**src/rtl/assoc_cache_pkg.sv**
```systemverilog
package assoc_cache_pkg;

  typedef enum logic [1:0] {
    CS_IDLE  = 2'd0,
    CS_FILL  = 2'd1,
    CS_WRITE = 2'd2
  } cache_state_e;

endpackage

```
**src/rtl/cache_tag_cam.sv**
```systemverilog
module cache_tag_cam #(
  parameter int LINES  = 4,
  parameter int TAG_W  = 14,
  parameter int LINE_W = 2
) (
  input  logic              clk,
  input  logic              rst_n,
  input  logic [TAG_W-1:0]  look_tag,
  input  logic              set_en,
  input  logic [LINE_W-1:0] set_line,
  input  logic [TAG_W-1:0]  set_tag,
  output logic [LINES-1:0]  match_vec,
  output logic [LINE_W-1:0] match_idx,
  output logic [LINES-1:0]  valid_vec
);

  logic [TAG_W-1:0] tag_q   [LINES];
  logic             valid_q [LINES];

  for (genvar g = 0; g < LINES; g++) begin : g_entry
    logic sel;
    assign sel = set_en && (set_line == LINE_W'(g));

    always_ff @(posedge clk or negedge rst_n) begin
      if (!rst_n) begin
        valid_q[g] <= 1'b0;
      end else if (sel) begin
        valid_q[g] <= 1'b1;
      end
    end

    always_ff @(posedge clk) begin
      if (sel) begin
        tag_q[g] <= set_tag;
      end
    end

    assign match_vec[g] = valid_q[g] && (tag_q[g] == look_tag);
    assign valid_vec[g] = valid_q[g];
  end

  always_comb begin
    match_idx = '0;
    for (int i = 0; i < LINES; i++) begin
      if (match_vec[i]) begin
        match_idx = LINE_W'(i);
      end
    end
  end

endmodule

```
**src/rtl/cache_victim.sv**
```systemverilog
module cache_victim #(
  parameter int LINES  = 4,
  parameter int LINE_W = 2
) (
  input  logic              clk,
  input  logic              rst_n,
  input  logic [LINES-1:0]  valid_vec,
  input  logic              advance,
  output logic [LINE_W-1:0] victim
);

  logic [LINE_W-1:0] rr_q, rr_d;
  logic              found;

  always_comb begin
    rr_d = rr_q;
    if (advance) begin
      if (rr_q == LINE_W'(LINES - 1)) begin
        rr_d = '0;
      end else begin
        rr_d = rr_q + LINE_W'(1);
      end
    end
  end

  always_ff @(posedge clk or negedge rst_n) begin
    if (!rst_n) begin
      rr_q <= '0;
    end else if (advance) begin
      rr_q <= rr_d;
    end
  end

  always_comb begin
    victim = rr_q;
    found  = 1'b0;
    for (int i = 0; i < LINES; i++) begin
      if (!found && !valid_vec[i]) begin
        victim = LINE_W'(i);
        found  = 1'b1;
      end
    end
  end

endmodule

```
**src/rtl/cache_line_store.sv**
```systemverilog
module cache_line_store #(
  parameter int LINES  = 4,
  parameter int WORDS  = 4,
  parameter int DATA_W = 32,
  parameter int LINE_W = 2,
  parameter int OFF_W  = 2
) (
  input  logic              clk,
  input  logic              wr_en,
  input  logic [LINE_W-1:0] wr_line,
  input  logic [OFF_W-1:0]  wr_word,
  input  logic [DATA_W-1:0] wr_data,
  input  logic [LINE_W-1:0] rd_line,
  input  logic [OFF_W-1:0]  rd_word,
  output logic [DATA_W-1:0] rd_data
);

  localparam int ENTRIES = LINES * WORDS;

  logic [DATA_W-1:0] store_q [ENTRIES];

  always_ff @(posedge clk) begin
    if (wr_en) begin
      store_q[{wr_line, wr_word}] <= wr_data;
    end
  end

  assign rd_data = store_q[{rd_line, rd_word}];

endmodule

```
**src/rtl/assoc_cache.sv**
```systemverilog
module assoc_cache
  import assoc_cache_pkg::*;
#(
  parameter int ADDR_W = 16,
  parameter int DATA_W = 32,
  parameter int LINES  = 4,
  parameter int WORDS  = 4,
  parameter int CNT_W  = 16
) (
  input  logic              clk,
  input  logic              rst_n,
  input  logic              cpu_req,
  input  logic              cpu_we,
  input  logic [ADDR_W-1:0] cpu_addr,
  input  logic [DATA_W-1:0] cpu_wdata,
  output logic              cpu_ready,
  output logic [DATA_W-1:0] cpu_rdata,
  output logic              mem_req,
  output logic              mem_we,
  output logic [ADDR_W-1:0] mem_addr,
  output logic [DATA_W-1:0] mem_wdata,
  input  logic              mem_ready,
  input  logic [DATA_W-1:0] mem_rdata,
  output logic [CNT_W-1:0]  hit_count,
  output logic [CNT_W-1:0]  mem_count
);

  localparam int OFF_W  = $clog2(WORDS);
  localparam int LINE_W = $clog2(LINES);
  localparam int TAG_W  = ADDR_W - OFF_W;

  // request fields
  logic [TAG_W-1:0] req_tag;
  logic [OFF_W-1:0] req_off;
  assign req_tag = cpu_addr[ADDR_W-1:OFF_W];
  assign req_off = cpu_addr[OFF_W-1:0];

  // state and datapath registers
  cache_state_e      state_q, state_d;
  logic [TAG_W-1:0]  tag_q, tag_d;
  logic [OFF_W-1:0]  off_q, off_d;
  logic [OFF_W-1:0]  beat_q, beat_d;
  logic [LINE_W-1:0] line_q, line_d;
  logic [ADDR_W-1:0] waddr_q, waddr_d;
  logic [DATA_W-1:0] wdata_q, wdata_d;
  logic [CNT_W-1:0]  hitc_q, hitc_d;
  logic [CNT_W-1:0]  memc_q, memc_d;
  logic              ctl_en, dp_en, cnt_en;

  // sub-block wiring
  logic [LINES-1:0]  cam_match;
  logic [LINE_W-1:0] cam_idx;
  logic [LINES-1:0]  cam_valid;
  logic              cam_hit;
  logic              cam_set;
  logic [LINE_W-1:0] victim;
  logic              vic_adv;
  logic              st_we;
  logic [LINE_W-1:0] st_line;
  logic [OFF_W-1:0]  st_word;
  logic [DATA_W-1:0] st_data;
  logic [DATA_W-1:0] st_rdata;

  assign cam_hit = |cam_match;

  cache_tag_cam #(
    .LINES (LINES),
    .TAG_W (TAG_W),
    .LINE_W(LINE_W)
  ) u_cam (
    .clk      (clk),
    .rst_n    (rst_n),
    .look_tag (req_tag),
    .set_en   (cam_set),
    .set_line (line_q),
    .set_tag  (tag_q),
    .match_vec(cam_match),
    .match_idx(cam_idx),
    .valid_vec(cam_valid)
  );

  cache_victim #(
    .LINES (LINES),
    .LINE_W(LINE_W)
  ) u_victim (
    .clk      (clk),
    .rst_n    (rst_n),
    .valid_vec(cam_valid),
    .advance  (vic_adv),
    .victim   (victim)
  );

  cache_line_store #(
    .LINES (LINES),
    .WORDS (WORDS),
    .DATA_W(DATA_W),
    .LINE_W(LINE_W),
    .OFF_W (OFF_W)
  ) u_store (
    .clk    (clk),
    .wr_en  (st_we),
    .wr_line(st_line),
    .wr_word(st_word),
    .wr_data(st_data),
    .rd_line(cam_idx),
    .rd_word(req_off),
    .rd_data(st_rdata)
  );

  // next-state logic
  always_comb begin
    state_d   = state_q;
    tag_d     = tag_q;
    off_d     = off_q;
    beat_d    = beat_q;
    line_d    = line_q;
    waddr_d   = waddr_q;
    wdata_d   = wdata_q;
    hitc_d    = hitc_q;
    memc_d    = memc_q;
    st_we     = 1'b0;
    st_line   = line_q;
    st_word   = beat_q;
    st_data   = mem_rdata;
    cam_set   = 1'b0;
    vic_adv   = 1'b0;
    cpu_ready = 1'b0;
    cpu_rdata = mem_rdata;

    case (state_q)
      CS_IDLE: begin
        cpu_rdata = st_rdata;
        if (cpu_req) begin
          if (cpu_we) begin
            state_d = CS_WRITE;
            waddr_d = cpu_addr;
            wdata_d = cpu_wdata;
            memc_d  = memc_q + CNT_W'(1);
            if (cam_hit) begin
              st_we   = 1'b1;
              st_line = cam_idx;
              st_word = req_off;
              st_data = cpu_wdata;
            end
          end else if (cam_hit) begin
            cpu_ready = 1'b1;
            hitc_d    = hitc_q + CNT_W'(1);
          end else begin
            state_d = CS_FILL;
            tag_d   = req_tag;
            off_d   = req_off;
            beat_d  = '0;
            line_d  = victim;
            memc_d  = memc_q + CNT_W'(1);
          end
        end
      end
      CS_FILL: begin
        if (mem_ready) begin
          st_we     = 1'b1;
          cpu_ready = (beat_q == off_q);
          beat_d    = beat_q + OFF_W'(1);
          if (beat_q == OFF_W'(WORDS - 1)) begin
            cam_set = 1'b1;
            vic_adv = 1'b1;
            state_d = CS_IDLE;
          end
        end
      end
      CS_WRITE: begin
        if (mem_ready) begin
          cpu_ready = 1'b1;
          state_d   = CS_IDLE;
        end
      end
      default: state_d = CS_IDLE;
    endcase
  end

  // clock enables
  assign ctl_en = (state_q != CS_IDLE) || cpu_req;
  assign dp_en  = (state_q == CS_IDLE) && cpu_req;
  assign cnt_en = (state_q == CS_IDLE) && cpu_req;

  // control registers
  always_ff @(posedge clk or negedge rst_n) begin
    if (!rst_n) begin
      state_q <= CS_IDLE;
      beat_q  <= '0;
    end else if (ctl_en) begin
      state_q <= state_d;
      beat_q  <= beat_d;
    end
  end

  always_ff @(posedge clk or negedge rst_n) begin
    if (!rst_n) begin
      hitc_q <= '0;
      memc_q <= '0;
    end else if (cnt_en) begin
      hitc_q <= hitc_d;
      memc_q <= memc_d;
    end
  end

  // datapath registers, no reset
  always_ff @(posedge clk) begin
    if (dp_en) begin
      tag_q   <= tag_d;
      off_q   <= off_d;
      line_q  <= line_d;
      waddr_q <= waddr_d;
      wdata_q <= wdata_d;
    end
  end

  // memory side
  assign mem_req   = (state_q != CS_IDLE);
  assign mem_we    = (state_q == CS_WRITE);
  assign mem_addr  = (state_q == CS_WRITE) ? waddr_q : {tag_q, {OFF_W{1'b0}}};
  assign mem_wdata = wdata_q;

  assign hit_count = hitc_q;
  assign mem_count = memc_q;

endmodule

```
**config.mk**
```make
export PLATFORM = sky130hd
export DESIGN_NAME = assoc_cache
export DESIGN_NICKNAME = d
export VERILOG_FILES = /design/src/rtl/assoc_cache_pkg.sv /design/src/rtl/cache_tag_cam.sv /design/src/rtl/cache_victim.sv /design/src/rtl/cache_line_store.sv /design/src/rtl/assoc_cache.sv
export SDC_FILE = /design/constraint.sdc
export NUM_CORES = 1
export LEC_CHECK = 0
export BUFFER_PORTS_ARGS = -buffer_cell sky130_fd_sc_hd__buf_4
export CORE_MARGIN = 4
export CORE_UTILIZATION = 40
export CTS_BUF_LIST = sky130_fd_sc_hd__clkbuf_16
export CTS_CLUSTER_DIAMETER = 150
export DETAILED_ROUTE_END_ITERATION = 10
export HOLD_SLACK_MARGIN = 0.05
export PLACE_DENSITY_LB_ADDON = 0.2
export SLEW_MARGIN = 5
export SYNTH_ARGS = -nofsm -noshare
export SYNTH_HDL_FRONTEND = slang
export SYNTH_SLANG_ARGS = --single-unit
```
**constraint.sdc**
```tcl
create_clock -name clk -period 6.87 [get_ports clk]
set_input_delay 1.374 -clock clk [delete_from_list [all_inputs] [get_ports clk]]
set_output_delay 1.374 -clock clk [all_outputs]
set_load 0.1 [all_outputs]
```
==> impl_metrics.toml, run 1 <==
[floorplanning]
initial_utilization_pct = 40.4
die_width_um = 269
rows = 95
design.die.area_um2 = 72400
die_h_um = 269
core_area_um2 = 67400
floorplan.io_pins = 200

[critical_path]
cpLargestDelayFamily = "simple AND/OR/NAND/NOR gates"
critical-path-slowest-cell = "sky130_fd_sc_hd__or4_2"
rr_startpoint = "u_cam.tag_q[1][3]$_DFFE_PP_"
crit_chain = "buf_4 -> xnor2_1 -> nand4_1 -> or4_2 -> buf_4 -> mux2i_1 -> a21o_1 -> a21oi_1 -> buf_4"
critical-path-max-stage-delay_ns = 1.15
timing.rr.end = "u_store.store_q[5][19]$_DFFE_PP_"
reg2reg_depth = 7
cp_most_frequent_cell = "sky130_fd_sc_hd__buf_4"
number_of_cells_on_the_critical_path = 9
startpoint_type = "input pin"
critical_path_buf_inv_count = 3
crit_path_start = "cpu_addr[5]"
worstSetupEndpointType = "primary output"
timing_worst_setup_path_type = "in -> out"
timing.critical_path.required_ns = 5.50
critical_path_at_ns = 4.33
ff2ff_setup_slack_ns = 2.43
critical_path.max_fanout = 20

[yosys]
ys_dominant_reg_cell = "sky130_fd_sc_hd__edfxtp_1"
syn_area_um2 = 27200
synth.avg_cell_area_um2 = 19.0
synth-warning-count = 0
synth_top_area_cells = "sky130_fd_sc_hd__edfxtp_1, sky130_fd_sc_hd__mux4_2, sky130_fd_sc_hd__dfrtp_1"
synth_top_area_share_pct = 69.9
ys_async_sr_fraction_pct = 6.21
yosysMostFrequentCell = "sky130_fd_sc_hd__edfxtp_1"
synth-edff-count = 634
yosys.cell_types.count = 46
post_synth_most_frequent_cells = "sky130_fd_sc_hd__edfxtp_1, sky130_fd_sc_hd__mux4_2, sky130_fd_sc_hd__a21oi_1"
post-synth-top-area-cell = "sky130_fd_sc_hd__edfxtp_1"
synthesis.instances = 1434
seq_area_frac_synth_pct = 73.7
total_of_flip_flops_plus_latches_after_synthesis = 676
syn_nets = 1523

[clock_network]
worstSkewPairLatency_ns = 0.61
ctsHtreeMaxLevel = 3
cts.sink_count = 676
number_of_gates_resized_after_cts = 0
max-clock-path-buffers = 3
clock_tree.root_cell = "sky130_fd_sc_hd__clkbuf_16"
cts_inserted_buffers = 73
cts_hold_repair.buffers = 0
cts_tree = "built"
cts.clk_slew.worst_paths_ns = 0.06
cts.repair_timing.setup_buffer_count = 0

[finish]
area_delta_synth_final_pct = 18.3
final_layout_size_suffix_gt1_share_pct = 32.7
final_net_count = 1754
n_antenna_cell = 0
multi_input_area_um2 = 6870
sequential_cell_area_um2 = 20100
non_filler_instance_count_after_layout = 2594
n_fill_cell = 5607

[timing]
max-slew-margin-rel_pct = 34.7
worstMarginPinSlew_ns = 0.980
setup_viol_count_final = 0
slew_viol_final = 0
maxClockFrequency_mhz = 175
rsz0062_at_grt = "no"
fin_crit_sh_pct = 83.1
hold_violations = 0
post-route-min-period_ns = 5.71
hold-worst-slack_ns = 0.466
finalWorstSetupSlack_ns = 1.16
fin_worst_skew_ns = 0.0281

[global_route]
pin_count_of_the_biggest_net_entering_global_routing = 67
grt_use_met3_pct = 2.72
grt_use_total_pct = 17.8
grtUsageMet2_pct = 29.8
grt_util_met1_pct = 24.6
grt_antenna_before_repair = 0
globalRoute.busiestLayer = "met2"
grt.overflow.total = 0
global_route_wire_length_before_repair_mm = 95.3
first_global_vias = 14800

[place]
placed_cells = 2463
pre_cts_ws_ns = 1.19
hpwl_mm = 37.7
portBuffers = 199
finalWeightedCongestion = 0.808

[routing]
route.detailed.drc = 0
initialDrtViolationCount = 1114
antenna_left = 0
routed-via-count = 14200
drt-pass1-iter-count = 5
route.detailed.vias_per_inst = 5.48
drt-total-wl_mm = 64.6
wl_per_cell_um = 24.9

[power]
p_leak_uw = 0.0111
power.density_cell_area_nw_per_um2 = 336
irDropWorstVdd_mv = 0.303
report.power.total_uw = 10800

[worst_hold_path]
hold_path_end = "mem_count[15]$_DFFE_PN0P_"
hold_path_startpoint = "mem_count[15]$_DFFE_PN0P_"
hold-path-cell-count = 1
min-delay-path-class = "reg -> reg"

[run]
max-cap-violations = 0

[run_status]
run_status = "completed"
[worst max path at each step]
| stage | end | slack (ns) |
|---|---|---|
| after floorplan | u_store.store_q[10][0]$_DFFE_PP_ | -0.30 |
| after global placement | cpu_rdata[11] | 1.16 |
| after detailed placement | cpu_rdata[31] | 1.19 |
| after CTS | cpu_rdata[31] | 1.16 |
| after global routing | cpu_rdata[31] | 1.06 |
| final | cpu_rdata[31] | 1.16 |
[cell usage in the layout (no fill, tap or decap), types with 5 or more instances in the layout]
master	instances
sky130_fd_sc_hd__edfxtp_1	634
sky130_fd_sc_hd__a21o_1	34
sky130_fd_sc_hd__a21oi_1	71
sky130_fd_sc_hd__clkinv_2	13
sky130_fd_sc_hd__bufinv_16	5
sky130_fd_sc_hd__nor3_2	6
sky130_fd_sc_hd__clkbuf_16	75
sky130_fd_sc_hd__nor4_2	5
sky130_fd_sc_hd__nand3_1	23
sky130_fd_sc_hd__xnor2_1	64
sky130_fd_sc_hd__nand4_1	35
sky130_fd_sc_hd__mux4_2	128
sky130_fd_sc_hd__mux2i_1	35
sky130_fd_sc_hd__clkinv_1	17
sky130_fd_sc_hd__and3_1	5
sky130_fd_sc_hd__o21ai_0	40
sky130_fd_sc_hd__nor2_1	43
sky130_fd_sc_hd__mux2_2	49
sky130_fd_sc_hd__and4_1	5
sky130_fd_sc_hd__inv_1	17
sky130_fd_sc_hd__buf_4	238
sky130_fd_sc_hd__xnor2_2	9
sky130_fd_sc_hd__nand2_1	30
sky130_fd_sc_hd__dfrtp_1	42
sky130_fd_sc_hd__and2_1	7
sky130_fd_sc_hd__nor2b_1	7
sky130_fd_sc_hd__nor3_1	13
sky130_fd_sc_hd__xor2_1	15
[cells by family (layout without fill, tap and decap cells)]
group / Yosys count / count (layout) / share of synthesized area [%]
AOI/OAI and AO/OA: 154 / 154 / 3.36
xor gates and xnor gates: 88 / 88 / 3.08
adders and majority gates: 4 / 4 / 0.184
buffers and inverters: 92 / 379 / 1.68
DFF: 676 / 676 / 73.7
muxes: 212 / 212 / 13.9
and+or+nand+nor: 208 / 208 / 4.07
[where the power goes]
group | total [uW] | switching (uW) | internal (uW)
Combinational | 2280 | 1770 | 514
Sequential | 4810 | 103 | 4710
Clock | 3740 | 1570 | 2180
Total | 10800 | 3440 | 7400
[state kept, by name, indices dropped and copies added (netlist names), 4 cells and up]
register,count
tag_q,14
hit_count,16
u_store.store_q,512
u_cam.valid_vec,4
waddr_q,16
mem_wdata,32
mem_count,16
u_cam.tag_q,56
[through the flow]
step           utilization, %  setup TNS [ns]  area, um2
6_report                 47.8               0      32200
5_1_grt                  47.8               0      32200
2_1_floorplan               -          -41.02      27300
3_3_place_gp             44.4               0      29900
4_1_cts                  47.8               0      32200
3_5_place_dp             44.4               0      29900
[layer usage]
metal	part of all wire, %	up-vias
met5	0	-
met4	2.0	0
met3	5.3	91
met2	49	408
met1	43	7474
li1	-	6238
[cell type report]
cell class	instances	share of cell area, %
repair buffers	242	5.74
multi-input cells	666	21.3
clock inverters	56	1.34
clock buffers	75	5.82
flip-flops and latches	676	62.3
well taps	873	3.39
inverters	6	0.0699
(Power assumes the default switching activity.)
==> inputs of run 2 (changes only) <==
==> constraint.sdc (replaced) <==
create_clock -name clk -period 5.8 [get_ports clk]
set_input_delay 1.16 -clock clk [delete_from_list [all_inputs] [get_ports clk]]
set_output_delay 1.16 -clock clk [all_outputs]
set_load 0.1 [all_outputs]
==> impl_metrics.toml, run 2 (synthesis results as in run 1) <==
[routing]
antenna_left = 0
initialDrtViolationCount = 1200
routed-via-count = 14400
met3RoutedLength_mm = 3.98
routed-wl-met2_mm = 31.9
drt-pass1-iter-count = 5
route.detailed.drc = 0
drt-total-wl_mm = 65.2
route.detailed.vias_per_inst = 5.53
wl_per_cell_um = 25.0
dr.max_layer_used = "met4"
wl_met1_mm = 28.1

[finish]
largest_reg_flops = 512
final_layout_size_suffix_gt1_share_pct = 32.9
area_delta_synth_final_pct = 19.1
sequential_cell_area_um2 = 20100
final_net_count = 1765
n_fill_cell = 5596
final_area_um2 = 32400
non_filler_instance_count_after_layout = 2606
n_antenna_cell = 0
most-common-layout-cells = "sky130_fd_sc_hd__edfxtp_1, sky130_fd_sc_hd__buf_4, sky130_fd_sc_hd__mux4_2, sky130_fd_sc_hd__clkbuf_16, sky130_fd_sc_hd__a21oi_1"
multi_input_area_um2 = 6910
final_common_cell = "sky130_fd_sc_hd__edfxtp_1"
max_flop_register = "u_store.store_q"

[global_route]
grt_use_total_pct = 18.0
pin_count_of_the_biggest_net_entering_global_routing = 45
global_route_wire_length_before_repair_mm = 97.1
grt.overflow.total = 0
grt_antenna_before_repair = 0
first_global_vias = 15000

[run]
max-cap-violations = 0

[critical_path]
worstSetupEndpointType = "primary output"
rr_startpoint = "u_cam.tag_q[2][9]$_DFFE_PP_"
crit_chain = "buf_4 -> xnor2_2 -> nand4_1 -> or4_2 -> buf_4 -> a21o_1 -> a21oi_1 -> buf_4"
critical_path.max_fanout = 19
ff2ff_setup_slack_ns = 1.88
timing_worst_setup_path_type = "in -> out"
critical-path-slowest-cell = "sky130_fd_sc_hd__or4_2"
startpoint_type = "input pin"
timing.critical_path.required_ns = 4.64
crit_path_start = "cpu_addr[4]"
cp_most_frequent_cell = "sky130_fd_sc_hd__buf_4"
timing.critical_path.to = "cpu_rdata[30]"
critical_path_at_ns = 3.83
critical-path-max-stage-delay_ns = 1.10
reg2reg_depth = 7
timing.rr.end = "u_store.store_q[3][28]$_DFFE_PP_"

[floorplanning]
floorplan.io_pins = 200
die_h_um = 269
rows = 95
initial_utilization_pct = 40.4
core_area_um2 = 67400
die_width_um = 269
design.die.area_um2 = 72400

[worst_hold_path]
min-delay-path-class = "reg -> reg"

[timing]
post-route-min-period_ns = 4.99
max-slew-margin-rel_pct = 29.5
rsz0062_at_grt = "no"
slew_viol_final = 0
maxClockFrequency_mhz = 200
final_layout_setup_total_negative_slack_ns = 0
fin_worst_skew_ns = 0.0231
worstMarginPinSlew_ns = 1.05
fin_crit_sh_pct = 86.0
setup_viol_count_final = 0
finalWorstSetupSlack_ns = 0.812
hold_violations = 0

[clock_network]
cts_tree = "built"
clock_tree.root_cell = "sky130_fd_sc_hd__clkbuf_16"
max-clock-path-buffers = 3
worstSkewPairLatency_ns = 0.60
cts_inserted_buffers = 73
number_of_gates_resized_after_cts = 0
cts.clk_slew.worst_paths_ns = 0.06
cts.sink_count = 676
cts.repair_timing.setup_buffer_count = 0
cts_hold_repair.buffers = 0
ctsHtreeMaxLevel = 3

[place]
placed_area_um2 = 30100
placed_cells = 2474
finalWeightedCongestion = 0.801
pre_cts_ws_ns = 0.807
portBuffers = 199
hpwl_mm = 38.4

[run_status]
run_status = "completed"

[power]
p_leak_uw = 0.0113
irDropWorstVdd_mv = 0.301
power.density_cell_area_nw_per_um2 = 397
[run 2: per-layer routing]
| metal | up-vias | track usage [%] |
|---|---|---|
| li1 | 6264 | - |
| met3 | 79 | 3.13 |
| met1 | 7605 | 25.3 |
| met2 | 451 | 29.6 |
| met5 | - | 0 |
| met4 | 0 | 4.72 |
[run 2: critical path, delay by kind of cell]
| family | cells | cell delay (ns) |
|---|---|---|
| simple gates | 2 | 1.21 |
| xor+xnor | 1 | 0.19 |
| compound gates | 2 | 0.37 |
| buf+inv | 3 | 0.86 |
[run 2: layout make-up]
type                    instances  area share, %
multi-input cells             666           21.3
clock inverters                55           1.15
repair buffers                253           6.26
inverters                       6         0.0694
clock buffers                  77           5.94
flip-flops and latches        676           61.9
well taps                     873           3.37
[run 2: power breakdown]
group | total [uW] | internal [uW] | switching [uW]
sequential | 5700 | 5570 | 125
clock | 4450 | 2610 | 1840
combinational | 2720 | 622 | 2100
total | 12900 | 8810 | 4070
[run 2: worst min-delay path by stage]
| stage | cells past startpoint | slack (ns) | startpoint | endpoint |
|---|---|---|---|---|
| 6_report | 1 | 0.47 | hit_count[15]$_DFFE_PN0P_ | hit_count[15]$_DFFE_PN0P_ |
| 5_1_grt | 1 | 0.49 | mem_count[15]$_DFFE_PN0P_ | mem_count[15]$_DFFE_PN0P_ |
| 4_1_cts | 1 | 0.47 | mem_count[15]$_DFFE_PN0P_ | mem_count[15]$_DFFE_PN0P_ |
| 3_5_place_dp | 1 | 0.46 | mem_count[15]$_DFFE_PN0P_ | mem_count[15]$_DFFE_PN0P_ |
| 3_3_place_gp | 1 | 0.46 | mem_count[15]$_DFFE_PN0P_ | mem_count[15]$_DFFE_PN0P_ |
| 2_1_floorplan | 0 | 0.48 | tag_q[0]$_DFFE_PP_ | u_cam.tag_q[0][0]$_DFFE_PP_ |
[run 2: metrics by stage]
| stage | power, uW | util, % | hold WS (ns) |
|---|---|---|---|
| global route | 13400 | 48.1 | 0.488 |
| finish | 12900 | 48.1 | 0.472 |
| global placement | 8510 | 44.7 | 0.457 |
| floorplan | 7760 | - | 0.478 |
| CTS | 13000 | 48.1 | 0.472 |
| detailed placement | 8540 | 44.7 | 0.464 |
==> inputs of run 3 (changes only) <==
--- a/config.mk
+++ b/config.mk
@@ -6,8 +6,7 @@
 export NUM_CORES = 1
 export LEC_CHECK = 0
 export BUFFER_PORTS_ARGS = -buffer_cell sky130_fd_sc_hd__buf_4
-export CORE_MARGIN = 4
-export CORE_UTILIZATION = 40
+export CORE_UTILIZATION = 41
 export CTS_BUF_LIST = sky130_fd_sc_hd__clkbuf_16
 export CTS_CLUSTER_DIAMETER = 150
 export DETAILED_ROUTE_END_ITERATION = 10
==> impl_metrics.toml, run 3 (synthesis results as in run 1) <==
[run]
max-cap-violations = 0

[routing]
wl_met1_mm = 27.7
routed-wl-met2_mm = 31.2
route.detailed.drc = 0
antenna_left = 0
route.detailed.vias_per_inst = 5.51
initialDrtViolationCount = 1278
dr.max_layer_used = "met4"
wl_per_cell_um = 24.4
met3RoutedLength_mm = 3.22
routed-via-count = 14300
drt-total-wl_mm = 63.4
drt-pass1-iter-count = 7

[timing]
slew_viol_final = 0
rsz0062_at_grt = "no"
worstMarginPinSlew_ns = 1.04
fin_worst_skew_ns = 0.0142
maxClockFrequency_mhz = 202
post-route-min-period_ns = 4.95
hold_violations = 0
max-slew-margin-rel_pct = 30.6
finalWorstSetupSlack_ns = 0.854
setup_viol_count_final = 0
fin_crit_sh_pct = 85.3

[critical_path]
critical-path-max-stage-delay_ns = 0.66
timing.critical_path.required_ns = 4.64
cp_most_frequent_cell = "sky130_fd_sc_hd__buf_4"
worstSetupEndpointType = "primary output"
critical_path.max_fanout = 35
cpLargestDelayFamily = "buffers and inverters"
critical_path_buf_inv_count = 3
critical_path_at_ns = 3.79
timing_worst_setup_path_type = "in -> out"
critical-path-slowest-cell = "sky130_fd_sc_hd__or4_2"
startpoint_type = "input pin"
ff2ff_setup_slack_ns = 1.78
crit_chain = "buf_4 -> xnor2_1 -> nand4_1 -> or4_2 -> buf_4 -> a41oi_4 -> a21o_1 -> buf_4"

[finish]
final_area_um2 = 32500
largest_reg_flops = 512
non_filler_instance_count_after_layout = 2596
most-common-layout-cells = "sky130_fd_sc_hd__edfxtp_1, sky130_fd_sc_hd__buf_4, sky130_fd_sc_hd__mux4_2, sky130_fd_sc_hd__clkbuf_16, sky130_fd_sc_hd__a21oi_1"
n_fill_cell = 5375
area_delta_synth_final_pct = 19.4
final_common_cell = "sky130_fd_sc_hd__edfxtp_1"
final_layout_size_suffix_gt1_share_pct = 33.8
max_flop_register = "u_store.store_q"
final_net_count = 1762
n_antenna_cell = 0
postLayoutCoreUtil_pct = 49.5

[place]
placed_cells = 2463
hpwl_mm = 37.5
finalWeightedCongestion = 0.829
pre_cts_ws_ns = 0.842
placed_area_um2 = 30000
portBuffers = 199

[power]
power_switching_uw = 4100
share_of_total_power_in_the_clock_network_pct = 36.5
pwr-share-comb_pct = 20.4
cellInternalPower_uw = 9120
power.sequential.fraction_pct = 43.1
power.density_cell_area_nw_per_um2 = 407
power.switching_fraction_pct = 31.0
p_leak_uw = 0.0112
report.power.total_uw = 13200
irDropWorstVdd_mv = 0.290

[run_status]
run_status = "completed"

[floorplanning]
design.die.area_um2 = 67500
core_area_um2 = 65700
die_h_um = 260
rows = 94
die_width_um = 260
floorplan.io_pins = 200
initial_utilization_pct = 41.4

[global_route]
grt_antenna_before_repair = 0
global_route_wire_length_before_repair_mm = 95.6
grt.overflow.total = 0
grt_use_total_pct = 19.1
pin_count_of_the_biggest_net_entering_global_routing = 58
first_global_vias = 15000

[clock_network]
worstSkewPairLatency_ns = 0.61
cts_tree = "built"
cts_inserted_buffers = 72
clock_tree.root_cell = "sky130_fd_sc_hd__clkbuf_16"
cts.clk_slew.worst_paths_ns = 0.06
max-clock-path-buffers = 3
cts.sink_count = 676
number_of_gates_resized_after_cts = 0
cts.repair_timing.setup_buffer_count = 0
cts_hold_repair.buffers = 0
ctsHtreeMaxLevel = 3

[worst_hold_path]
min-delay-path-class = "reg -> reg"
run 3: changes by cell type in the layout (fill, tap and decap cells not counted), sizes merged:
cell | previous run | this run
inv | 28 | 10
clkinvlp | 1 | 6
bufinv | 5 | 12
clkinv | 27 | 34
buf | 252 | 250
run 3: metal layers:
layer | global-route usage, % | vias up
met5 | 0 | -
met1 | 26.3 | 7565
li1 | - | 6262
met4 | 5.88 | 0
met2 | 31.1 | 397
met3 | 3.36 | 85
run 3: final cells by class:
type / count / area [um2] / share of cell area, %
Clock inverter: 56 / 582 / 1.79
Clock buffer: 77 / 1930 / 5.92
Timing Repair Buffer: 251 / 1920 / 5.90
Multi-Input combinational cell: 666 / 6900 / 21.2
Inverter: 6 / 22.5 / 0.0692
Tap cell: 864 / 1080 / 3.32
Sequential cell: 676 / 20100 / 61.8
run 3: metrics by stage:
stage          TNS, ns  hold slack (ns)
4_1_cts              0            0.475
5_1_grt              0            0.493
3_3_place_gp         0            0.464
3_5_place_dp         0            0.467
2_1_floorplan  -260.16            0.478
6_report             0            0.474
run 3: path summary, 6_finish.rpt:
path                                      startpoint                          endpoint  cells past startpoint
max                                      cpu_addr[5]                         cpu_ready                      8
min                        mem_count[15]$_DFFE_PN0P_         mem_count[15]$_DFFE_PN0P_                      1
max reg2reg                   state_q[1]$_DFFE_PN0P_  u_store.store_q[4][28]$_DFFE_PP_                      8
min reg2reg                mem_count[15]$_DFFE_PN0P_         mem_count[15]$_DFFE_PN0P_                      1
max in group asynchronous                      rst_n         hit_count[15]$_DFFE_PN0P_                      1
min in group asynchronous                      rst_n            state_q[1]$_DFFE_PN0P_                      1
run 3: power by group through the flow:
stage,combinational (uW),sequential [uW],clock (uW)
3_5_place_dp,2710,5800,0
2_1_floorplan,1730,6030,0
5_1_grt,2830,5720,5110
4_1_cts,2720,5700,4940
3_3_place_gp,2700,5790,0
6_report,2690,5700,4830
